## src/rtl/svc_wdog_pkg.sv

```systemverilog
package svc_wdog_pkg;

  typedef enum logic [1:0] {
    WD_IDLE = 2'd0,
    WD_RUN  = 2'd1,
    WD_BITE = 2'd2
  } wd_state_e;

  // Period length selected by the two-bit code.
  function automatic int unsigned wd_period(input logic [1:0] code,
                                            input int unsigned t0,
                                            input int unsigned t1,
                                            input int unsigned t2,
                                            input int unsigned t3);
    case (code)
      2'd0:    return t0;
      2'd1:    return t1;
      2'd2:    return t2;
      default: return t3;
    endcase
  endfunction

  function automatic int unsigned wd_max4(input int unsigned a,
                                          input int unsigned b,
                                          input int unsigned c,
                                          input int unsigned d);
    int unsigned m;
    m = a;
    if (b > m) m = b;
    if (c > m) m = c;
    if (d > m) m = d;
    return m;
  endfunction

  // Bits needed to hold values 0..v.
  function automatic int unsigned wd_bits(input int unsigned v);
    return (v < 2) ? 1 : $clog2(v + 1);
  endfunction

endpackage

```

## src/rtl/svc_wdog_timer.sv

```systemverilog
module svc_wdog_timer #(
  parameter int unsigned CW = 6
) (
  input  logic          clk,
  input  logic          rst_n,
  input  logic          restart,
  input  logic          run,
  input  logic [CW-1:0] len,
  output logic [CW-1:0] cnt,
  output logic          at_last
);

  always_ff @(posedge clk or negedge rst_n) begin
    if (!rst_n)       cnt <= '0;
    else if (restart) cnt <= '0;
    else if (run)     cnt <= cnt + CW'(1);
  end

  assign at_last = run && (cnt == (len - CW'(1)));

endmodule

```

## src/rtl/svc_wdog_window.sv

```systemverilog
module svc_wdog_window #(
  parameter int unsigned CW = 6
) (
  input  logic          run,
  input  logic          win_mode,
  input  logic [CW-1:0] cnt,
  input  logic [CW-1:0] len,
  output logic          open
);

  logic [CW-1:0] half;
  logic          closed;

  assign half   = len >> 1;
  assign closed = win_mode && (cnt < half);
  assign open   = run && !closed;

endmodule

```

## src/rtl/svc_wdog_bite.sv

```systemverilog
module svc_wdog_bite #(
  parameter int unsigned PULSE_LEN = 15
) (
  input  logic clk,
  input  logic rst_n,
  input  logic active,
  output logic done
);

  localparam int unsigned PW = svc_wdog_pkg::wd_bits(PULSE_LEN);

  logic [PW-1:0] pcnt;

  always_ff @(posedge clk or negedge rst_n) begin
    if (!rst_n)       pcnt <= '0;
    else if (!active) pcnt <= '0;
    else              pcnt <= pcnt + PW'(1);
  end

  assign done = active && (pcnt == PW'(PULSE_LEN - 1));

endmodule

```

## src/rtl/svc_watchdog.sv

```systemverilog
module svc_watchdog
  import svc_wdog_pkg::*;
#(
  parameter int unsigned PERIOD0 = 8,
  parameter int unsigned PERIOD1 = 16,
  parameter int unsigned PERIOD2 = 24,
  parameter int unsigned PERIOD3 = 32,
  parameter int unsigned EXT_DLY = 5,
  parameter int unsigned FIX_DLY = 10
) (
  input  logic       clk,
  input  logic       rst_n,
  input  logic       prog_vld,
  input  logic       prog_win,
  input  logic [1:0] prog_per,
  output logic       wd_rst_n,
  output logic       armed,
  output logic       win_open
);

  localparam int unsigned MAXP      = wd_max4(PERIOD0, PERIOD1, PERIOD2, PERIOD3);
  localparam int unsigned CW        = wd_bits(MAXP);
  localparam int unsigned PULSE_LEN = EXT_DLY + FIX_DLY;

  wd_state_e     state_q, state_d;
  logic          mode_q;
  logic [CW-1:0] len_q;
  logic [CW-1:0] cnt;
  logic [CW-1:0] len_sel;
  logic          at_last;
  logic          open_w;
  logic          bite_done;
  logic          running;
  logic          load;

  // Named internal events, brought out for the checker.
  logic          expire_evt;
  logic          viol_evt;
  logic          clear_evt;

  assign running = (state_q == WD_RUN);
  assign len_sel = CW'(wd_period(prog_per, PERIOD0, PERIOD1, PERIOD2, PERIOD3));

  always_comb begin
    state_d    = state_q;
    load       = 1'b0;
    expire_evt = 1'b0;
    viol_evt   = 1'b0;
    clear_evt  = 1'b0;
    case (state_q)
      WD_IDLE: begin
        if (prog_vld) begin
          state_d = WD_RUN;
          load    = 1'b1;
        end
      end
      WD_RUN: begin
        if (prog_vld && !open_w) begin
          viol_evt = 1'b1;
          state_d  = WD_BITE;
        end else if (prog_vld) begin
          clear_evt = 1'b1;
          load      = 1'b1;
        end else if (at_last) begin
          expire_evt = 1'b1;
          state_d    = WD_BITE;
        end
      end
      WD_BITE: begin
        if (bite_done) state_d = WD_IDLE;
      end
      default: state_d = WD_IDLE;
    endcase
  end

  always_ff @(posedge clk or negedge rst_n) begin
    if (!rst_n) begin
      state_q <= WD_IDLE;
      mode_q  <= 1'b0;
      len_q   <= CW'(PERIOD0);
    end else begin
      state_q <= state_d;
      if (load) begin
        mode_q <= prog_win;
        len_q  <= len_sel;
      end
    end
  end

  svc_wdog_timer #(.CW(CW)) timer_i (
    .clk     (clk),
    .rst_n   (rst_n),
    .restart (load),
    .run     (running),
    .len     (len_q),
    .cnt     (cnt),
    .at_last (at_last)
  );

  svc_wdog_window #(.CW(CW)) window_i (
    .run      (running),
    .win_mode (mode_q),
    .cnt      (cnt),
    .len      (len_q),
    .open     (open_w)
  );

  svc_wdog_bite #(.PULSE_LEN(PULSE_LEN)) bite_i (
    .clk    (clk),
    .rst_n  (rst_n),
    .active (state_q == WD_BITE),
    .done   (bite_done)
  );

  assign wd_rst_n = (state_q != WD_BITE);
  assign armed    = running;
  assign win_open = open_w;

endmodule

```

## config.mk

```make
export PLATFORM = sky130hd
export DESIGN_NAME = svc_watchdog
export DESIGN_NICKNAME = d
export VERILOG_FILES = /design/src/rtl/svc_wdog_pkg.sv /design/src/rtl/svc_wdog_timer.sv /design/src/rtl/svc_wdog_window.sv /design/src/rtl/svc_wdog_bite.sv /design/src/rtl/svc_watchdog.sv
export SDC_FILE = /design/constraint.sdc
export NUM_CORES = 1
export LEC_CHECK = 0
export ABC_AREA = 1
export CAP_MARGIN = 30
export CORE_MARGIN = 4
export CORE_UTILIZATION = 51
export DETAILED_ROUTE_END_ITERATION = 8
export HOLD_SLACK_MARGIN = 0.02
export PLACE_DENSITY_LB_ADDON = 0.12
export SYNTH_ARGS = -nofsm -noshare
export SYNTH_HDL_FRONTEND = slang
export SYNTH_HIERARCHICAL = 1
export SYNTH_SLANG_ARGS = --single-unit
```

## constraint.sdc

```tcl
create_clock -name clk -period 2 [get_ports clk]
set_clock_uncertainty 0.05 [all_clocks]
set_input_delay 0.4 -clock clk [delete_from_list [all_inputs] [get_ports clk]]
set_output_delay 0.4 -clock clk [all_outputs]
set_load 0.01 [all_outputs]
```

==> results.sh, run 1 <==
export IMPL_clk_pin_slew_ns=0.09
export IMPL_grt_overflow_total=0
export IMPL_antenna_found_initial=0
export IMPL_die_w_um=56.3
export IMPL_h_tree_depth=1
export IMPL_hold_buffers=0
export IMPL_synthCells=169
export IMPL_met3WireLength_um=70
export IMPL_start_kind="flop"
export IMPL_grt_max_degree=17
export IMPL_cts_tree="yes"
export IMPL_yosysSeqAreaShare_pct=33.8
export IMPL_grt_util_all_layers_pct=18.0
export IMPL_dp_cells=228
export IMPL_drv_slew=0
export IMPL_rsz0062_at_grt="true"
export IMPL_maxUsedRoutingLayer="met4"
export IMPL_synth_top_area_share_pct=31.5
export IMPL_finalSetupTns_ns=-0.960
export IMPL_met2_length_um=1360
export IMPL_cap_viol_max_count=0
export IMPL_cts_max_path_buffers=2
export IMPL_p_leak_nw=0.870
export IMPL_antenna_left=0
export IMPL_clock_latency_ns=0.28
export IMPL_via_per_inst=4.70
export IMPL_cts_sinks=16
export IMPL_grt_pass1_wl_um=4700
export IMPL_drc_errors=0
export IMPL_vias=1118
export IMPL_drt_iter0_markers=22
export IMPL_fin_nets=228
export IMPL_finalNonFillerCells=238
export IMPL_drt_met1_wl_um=1120
export IMPL_synth_top_area_cell="dfrtp_1"
export IMPL_portBuffers=8
export IMPL_fp_row_count=17
export IMPL_syn_to_final_growth_pct=35.6
export IMPL_totalPowerFinal_w=0.00174
export IMPL_die_h_um=56.3
export IMPL_grt_pass1_vias=1178
export IMPL_period_minus_slack_ns=2.14
export IMPL_wire_per_inst_um=10.9
export IMPL_crit_path_end_kind="flop"
export IMPL_final_setup_worst_slack_ns=-0.138
export IMPL_first_pass_iters=4
export IMPL_drt_wl_total_um=2590
export IMPL_syn_area_mm2=0.00119
export IMPL_worst_ep_arrival_time_ns=2.27
export IMPL_path_max_fanout=3
export IMPL_core_mm2=0.00221
export IMPL_synth_area_per_cell_um2=7.04
export IMPL_numCtsBuffers=3
export IMPL_yosysWarningCount=6
export IMPL_power_density_mw_per_mm2=1080
export IMPL_root_buffer="clkbuf_4"
export IMPL_worstSetupPathType="flop to flop"
export IMPL_die_area_mm2=0.00317
export IMPL_hold_slack_ns=0.377
export IMPL_antennaDiodeCount=0
export IMPL_place_hpwl_um=1880
export IMPL_yosys_top_cells_area="dfrtp_1, nand2_1, ha_1"
export IMPL_setup_violations=11
export IMPL_vdd_ir_drop_max_mv=0.742
export IMPL_n_fill_cell=188
export IMPL_violations="negative setup slack"
export IMPL_ys_seq_elements=16
export IMPL_fin_crit_sh_pct=107
export IMPL_status="finished with violations"
export IMPL_yosysUniqueCellTypes=24
export IMPL_start_util_pct=53.8
export IMPL_layout_drive_gt1_share_pct=26.7
export IMPL_hold_violations=0
export IMPL_fmax_ghz=0.468
export IMPL_crit_required_ns=2.13
export IMPL_gp_congestion=0.769
export IMPL_ios=9
export IMPL_hold_path_class="input port to async pin"
==> area by class of cell <==
cell class	count	area [µm²]	share of cell area [%]
inverters	33	126	7.83
well taps	28	35.0	2.17
multi-input cells	128	769	47.7
repair buffers	29	245	15.2
flip-flops and latches	16	402	24.9
clock buffers	4	36.3	2.25
==> cells in the final DEF (no fill, tap or decap), types with 2 or more instances in the layout <==
master / netlist / routed
nand2_1: 50 / 46
inv_1: 29 / 27
buf_4: 0 / 18
dfrtp_1: 15 / 15
nand3_1: 14 / 13
nor2_1: 14 / 11
ha_1: 11 / 10
conb_1: 1 / 9
inv_2: 4 / 5
nand2_2: 1 / 5
a21oi_1: 6 / 5
clkdlybuf4s50_1: 0 / 5
nor2_4: 2 / 4
nand3_2: 2 / 3
nor2_2: 2 / 3
clkbuf_4: 0 / 3
buf_6: 0 / 3
o21ai_0: 6 / 2
o21ai_2: 0 / 2
o21ai_1: 0 / 2
xnor2_1: 2 / 2
xor2_1: 2 / 2
==> sequential cells by signal (all words and copies together), names as in the netlist <==
register and count:
bite_i/pcnt 4, timer_i/cnt 6, len_q 3, mode_q 1
state_q 2
==> synth_stat cells, drive strengths merged <==
master  number
o21bai       1
nor2        18
nor3         1
ha          11
a21oi        6
nor3b        1
nand3b       1
xnor2        2
xor2         2
inv         33
dfrtp       15
a21boi       1
conb         1
dfstp        1
nand3       16
nand2       51
o21ai        6
or2          2
==> what timing repair did <==
action,4_1_cts,5_1_grt
pin swaps,8,7
buffers inserted,6,4
setup endpoints to repair,7,13
resized for setup,17,15
==> critical path, cell delays in order (launching register included) <==
cell and delay (ns):
dfstp_2 0.55, inv_2 0.05, ha_4 0.25, nand2_2 0.04, nor2_1 0.09, nand2_1 0.07
a21oi_2 0.16, inv_1 0.06, nand2_1 0.07, nand3_2 0.09, inv_2 0.10, nor2_4 0.06
nor2_4 0.10, nand2_2 0.08, nor3b_2 0.15, nor2_1 0.06
==> logic make-up after synthesis <==
logic type,count (synthesis),synth area share (%)
adder cells (fa/ha/maj),11,11.6
AND/OR/NAND/NOR,90,34.4
buffers and inverters,33,10.4
flip-flops,16,33.8
XOR/XNOR,4,2.94
AO/OA/AOI/OAI,14,6.62
other,1,0.315
==> through the flow <==
stage               instance area (µm²)  utilization (%)  setup WS (ns)
CTS                                1580             71.2         -0.127
finish                             1610             73.0         -0.138
detailed placement                 1460             66.2         -0.187
global placement                   1460             66.2         -0.140
floorplan                          1240                -         -0.164
global route                       1610             73.0         -0.270
==> layer usage <==
layer  up-vias  global-route usage [%]
li1        593                       -
met1       504                    21.2
met2        17                    34.1
met3         4                    2.99
met4         0                    3.73
met5         -                       0
==> path summary, 6_finish.rpt <==
kind / from / slack [ns] / endpoint / cells after the start
min in group clk: bite_i/pcnt[0] / 0.44 / bite_i/pcnt[0] / 1
hold reg to reg: bite_i/pcnt[0] / 0.44 / bite_i/pcnt[0] / 1
setup / recovery: len_q[3] / -0.14 / timer_i/cnt[5] / 15
hold / removal: rst_n / 0.38 / state_q[0] / 2
setup reg to reg: len_q[3] / -0.14 / timer_i/cnt[5] / 15
max in group asynchronous: rst_n / 1.27 / len_q[3] / 2
==> report_power, final <==
group,internal (W),total (W),switching (W)
Combinational,0.000471,0.00103,0.000564
Sequential,0.000422,0.000496,0.0000746
Clock,0.000111,0.000210,0.0000990
Note: power is estimated with default switching activity, not from simulation.
==> run 2, diff against run 1 <==
- CTS_CLUSTER_DIAMETER: default -> 120
==> results of run 2 <==
No change in the layout: final DEF, timing and power equal those of run 1.
==> run 3, diff against run 2 <==
- CORE_UTILIZATION: 51 -> 57
- MAX_ROUTING_LAYER: default -> met4
- clock period: 2 -> 2.44 ns (I/O delays scaled with it)
==> results.sh, run 3 (synthesis gave the netlist of run 1 again) <==
export IMPL_grt_pass1_vias=1054
export IMPL_die_w_um=53.7
export IMPL_die_area_mm2=0.00288
export IMPL_maxUsedRoutingLayer="met4"
export IMPL_vias=1079
export IMPL_layout_drive_gt1_share_pct=15.8
export IMPL_ios=9
export IMPL_reg2reg_depth=16
export IMPL_start_util_pct=60.0
export IMPL_grt_overflow_total=0
export IMPL_wire_per_inst_um=10.5
export IMPL_grt_max_degree=17
export IMPL_finalNonFillerCells=223
export IMPL_final_setup_worst_slack_ns=0.125
export IMPL_hp_start="bite_i/pcnt[0]"
export IMPL_place_hpwl_um=1780
export IMPL_startpoint="len_q[3]"
export IMPL_met2_length_um=1140
export IMPL_totalPowerFinal_w=0.00123
export IMPL_placed_area_mm2=0.00137
export IMPL_root_buffer="clkbuf_4"
export IMPL_design_area_mm2=0.00143
export IMPL_hold_violations=0
export IMPL_dp_cells=217
export IMPL_slew_headroom_pct=51.5
export IMPL_largestRegisters="timer_i/cnt: 6 flops, bite_i/pcnt: 4 flops, len_q: 3 flops"
export IMPL_fp_row_count=16
export IMPL_cpLargestDelayFamily="flip-flops"
export IMPL_cts_tree="yes"
export IMPL_crit_path_frequent_cell="nand2_1"
export IMPL_critical_path_slowest_cell="dfstp_2"
export IMPL_portBuffers=8
export IMPL_crit_path_end_kind="primary output"
export IMPL_timing_critical_path_buf_inv=2
export IMPL_h_tree_depth=1
export IMPL_power_density_mw_per_mm2=858
export IMPL_final_common_cell="nand2_1"
export IMPL_antenna_left=0
export IMPL_largest_reg_flops=6
export IMPL_crit_chain="inv_1, ha_1, nand2_1, nor2_2, nand2_1, a21oi_2, clkbuf_2"
export IMPL_met3WireLength_um=77
export IMPL_antenna_found_initial=0
export IMPL_worst_pin_slew_ns=0.725
export IMPL_worstReg2RegStart="len_q[3]"
export IMPL_syn_to_final_growth_pct=20.3
export IMPL_antennaDiodeCount=0
export IMPL_cts_sinks=16
export IMPL_grt_pass1_wl_um=3980
export IMPL_first_pass_iters=4
export IMPL_vdd_ir_drop_max_mv=0.575
export IMPL_status="finished, final reports clean"
export IMPL_clk_pin_slew_ns=0.10
export IMPL_clock_latency_ns=0.29
export IMPL_mostFrequentLayoutCells="nand2_1, inv_1, dfrtp_1"
export IMPL_cap_viol_max_count=0
export IMPL_core_mm2=0.00198
export IMPL_critical_path_max_stage_delay_ns=0.57
export IMPL_worst_ep_arrival_time_ns=1.78
export IMPL_fmax_ghz=0.432
export IMPL_fin_nets=214
export IMPL_whs_path_depth=1
export IMPL_endpoint="win_open"
export IMPL_drt_iter0_markers=29
export IMPL_p_leak_nw=0.774
export IMPL_reg2reg_slack_ns=0.16
export IMPL_drt_wl_total_um=2330
export IMPL_setup_violations=0
export IMPL_worstSetupPathType="flop to primary output"
export IMPL_cts_max_path_buffers=2
export IMPL_drt_met1_wl_um=1050
export IMPL_drv_slew=0
export IMPL_r2r_end="timer_i/cnt[5]"
export IMPL_path_max_fanout=4
export IMPL_crit_required_ns=1.90
export IMPL_die_h_um=53.7
export IMPL_pre_cts_ws_ns=0.0578
export IMPL_numCtsBuffers=3
export IMPL_fin_crit_sh_pct=94.9
export IMPL_cp_depth=7
export IMPL_drc_errors=0
export IMPL_grt_util_all_layers_pct=19.5
export IMPL_start_kind="flop"
export IMPL_period_minus_slack_ns=2.32
export IMPL_via_per_inst=4.84
export IMPL_largest_register="timer_i/cnt"
export IMPL_gp_congestion=0.874
export IMPL_hold_path_class="flop to flop"
run 3: per-stage QoR:
stage	utilization, %	TNS [ns]	hold WS (ns)
2_1_floorplan	-	0	0.142
3_3_place_gp	69.2	0	0.422
3_5_place_dp	69.2	0	0.427
4_1_cts	71.2	0	0.440
5_1_grt	72.2	-0.0546	0.473
6_report	72.2	0	0.435
run 3: cell type report:
| cell class | instances | area, µm² |
|---|---|---|
| tap | 27 | 33.8 |
| multi-input combinational | 128 | 708 |
| sequential | 16 | 402 |
| clock buffer | 4 | 36.3 |
| timing repair buffer | 15 | 128 |
| fill | 156 | 551 |
| inverter | 33 | 124 |
run 3: power breakdown:
part	total, W	switching [W]	internal, W	leakage [nW]
clock network	0.000179	0.0000877	0.0000908	0.0210
logic	0.000620	0.000363	0.000257	0.543
registers	0.000429	0.0000836	0.000345	0.210
run 3: repair_timing:
action	CTS	global route
gates resized for setup	3	4
hold buffers	0	0
setup buffers	0	2
pin swaps	0	3
setup endpoints to repair	1	3
run 3: metal layers:
| metal | global-route usage (%) | vias up |
|---|---|---|
| met5 | - | - |
| met2 | 32.3 | 25 |
| li1 | - | 562 |
| met1 | 21.8 | 484 |
| met4 | 12.8 | 0 |
| met3 | 2.77 | 8 |
run 3: worst min path at each step:
stage | end | slack [ns]
finish | bite_i/pcnt[0] | 0.44
global route | bite_i/pcnt[0] | 0.47
CTS | bite_i/pcnt[0] | 0.44
detailed placement | bite_i/pcnt[0] | 0.43
global placement | bite_i/pcnt[0] | 0.42
floorplan | bite_i/pcnt[0] | 0.14
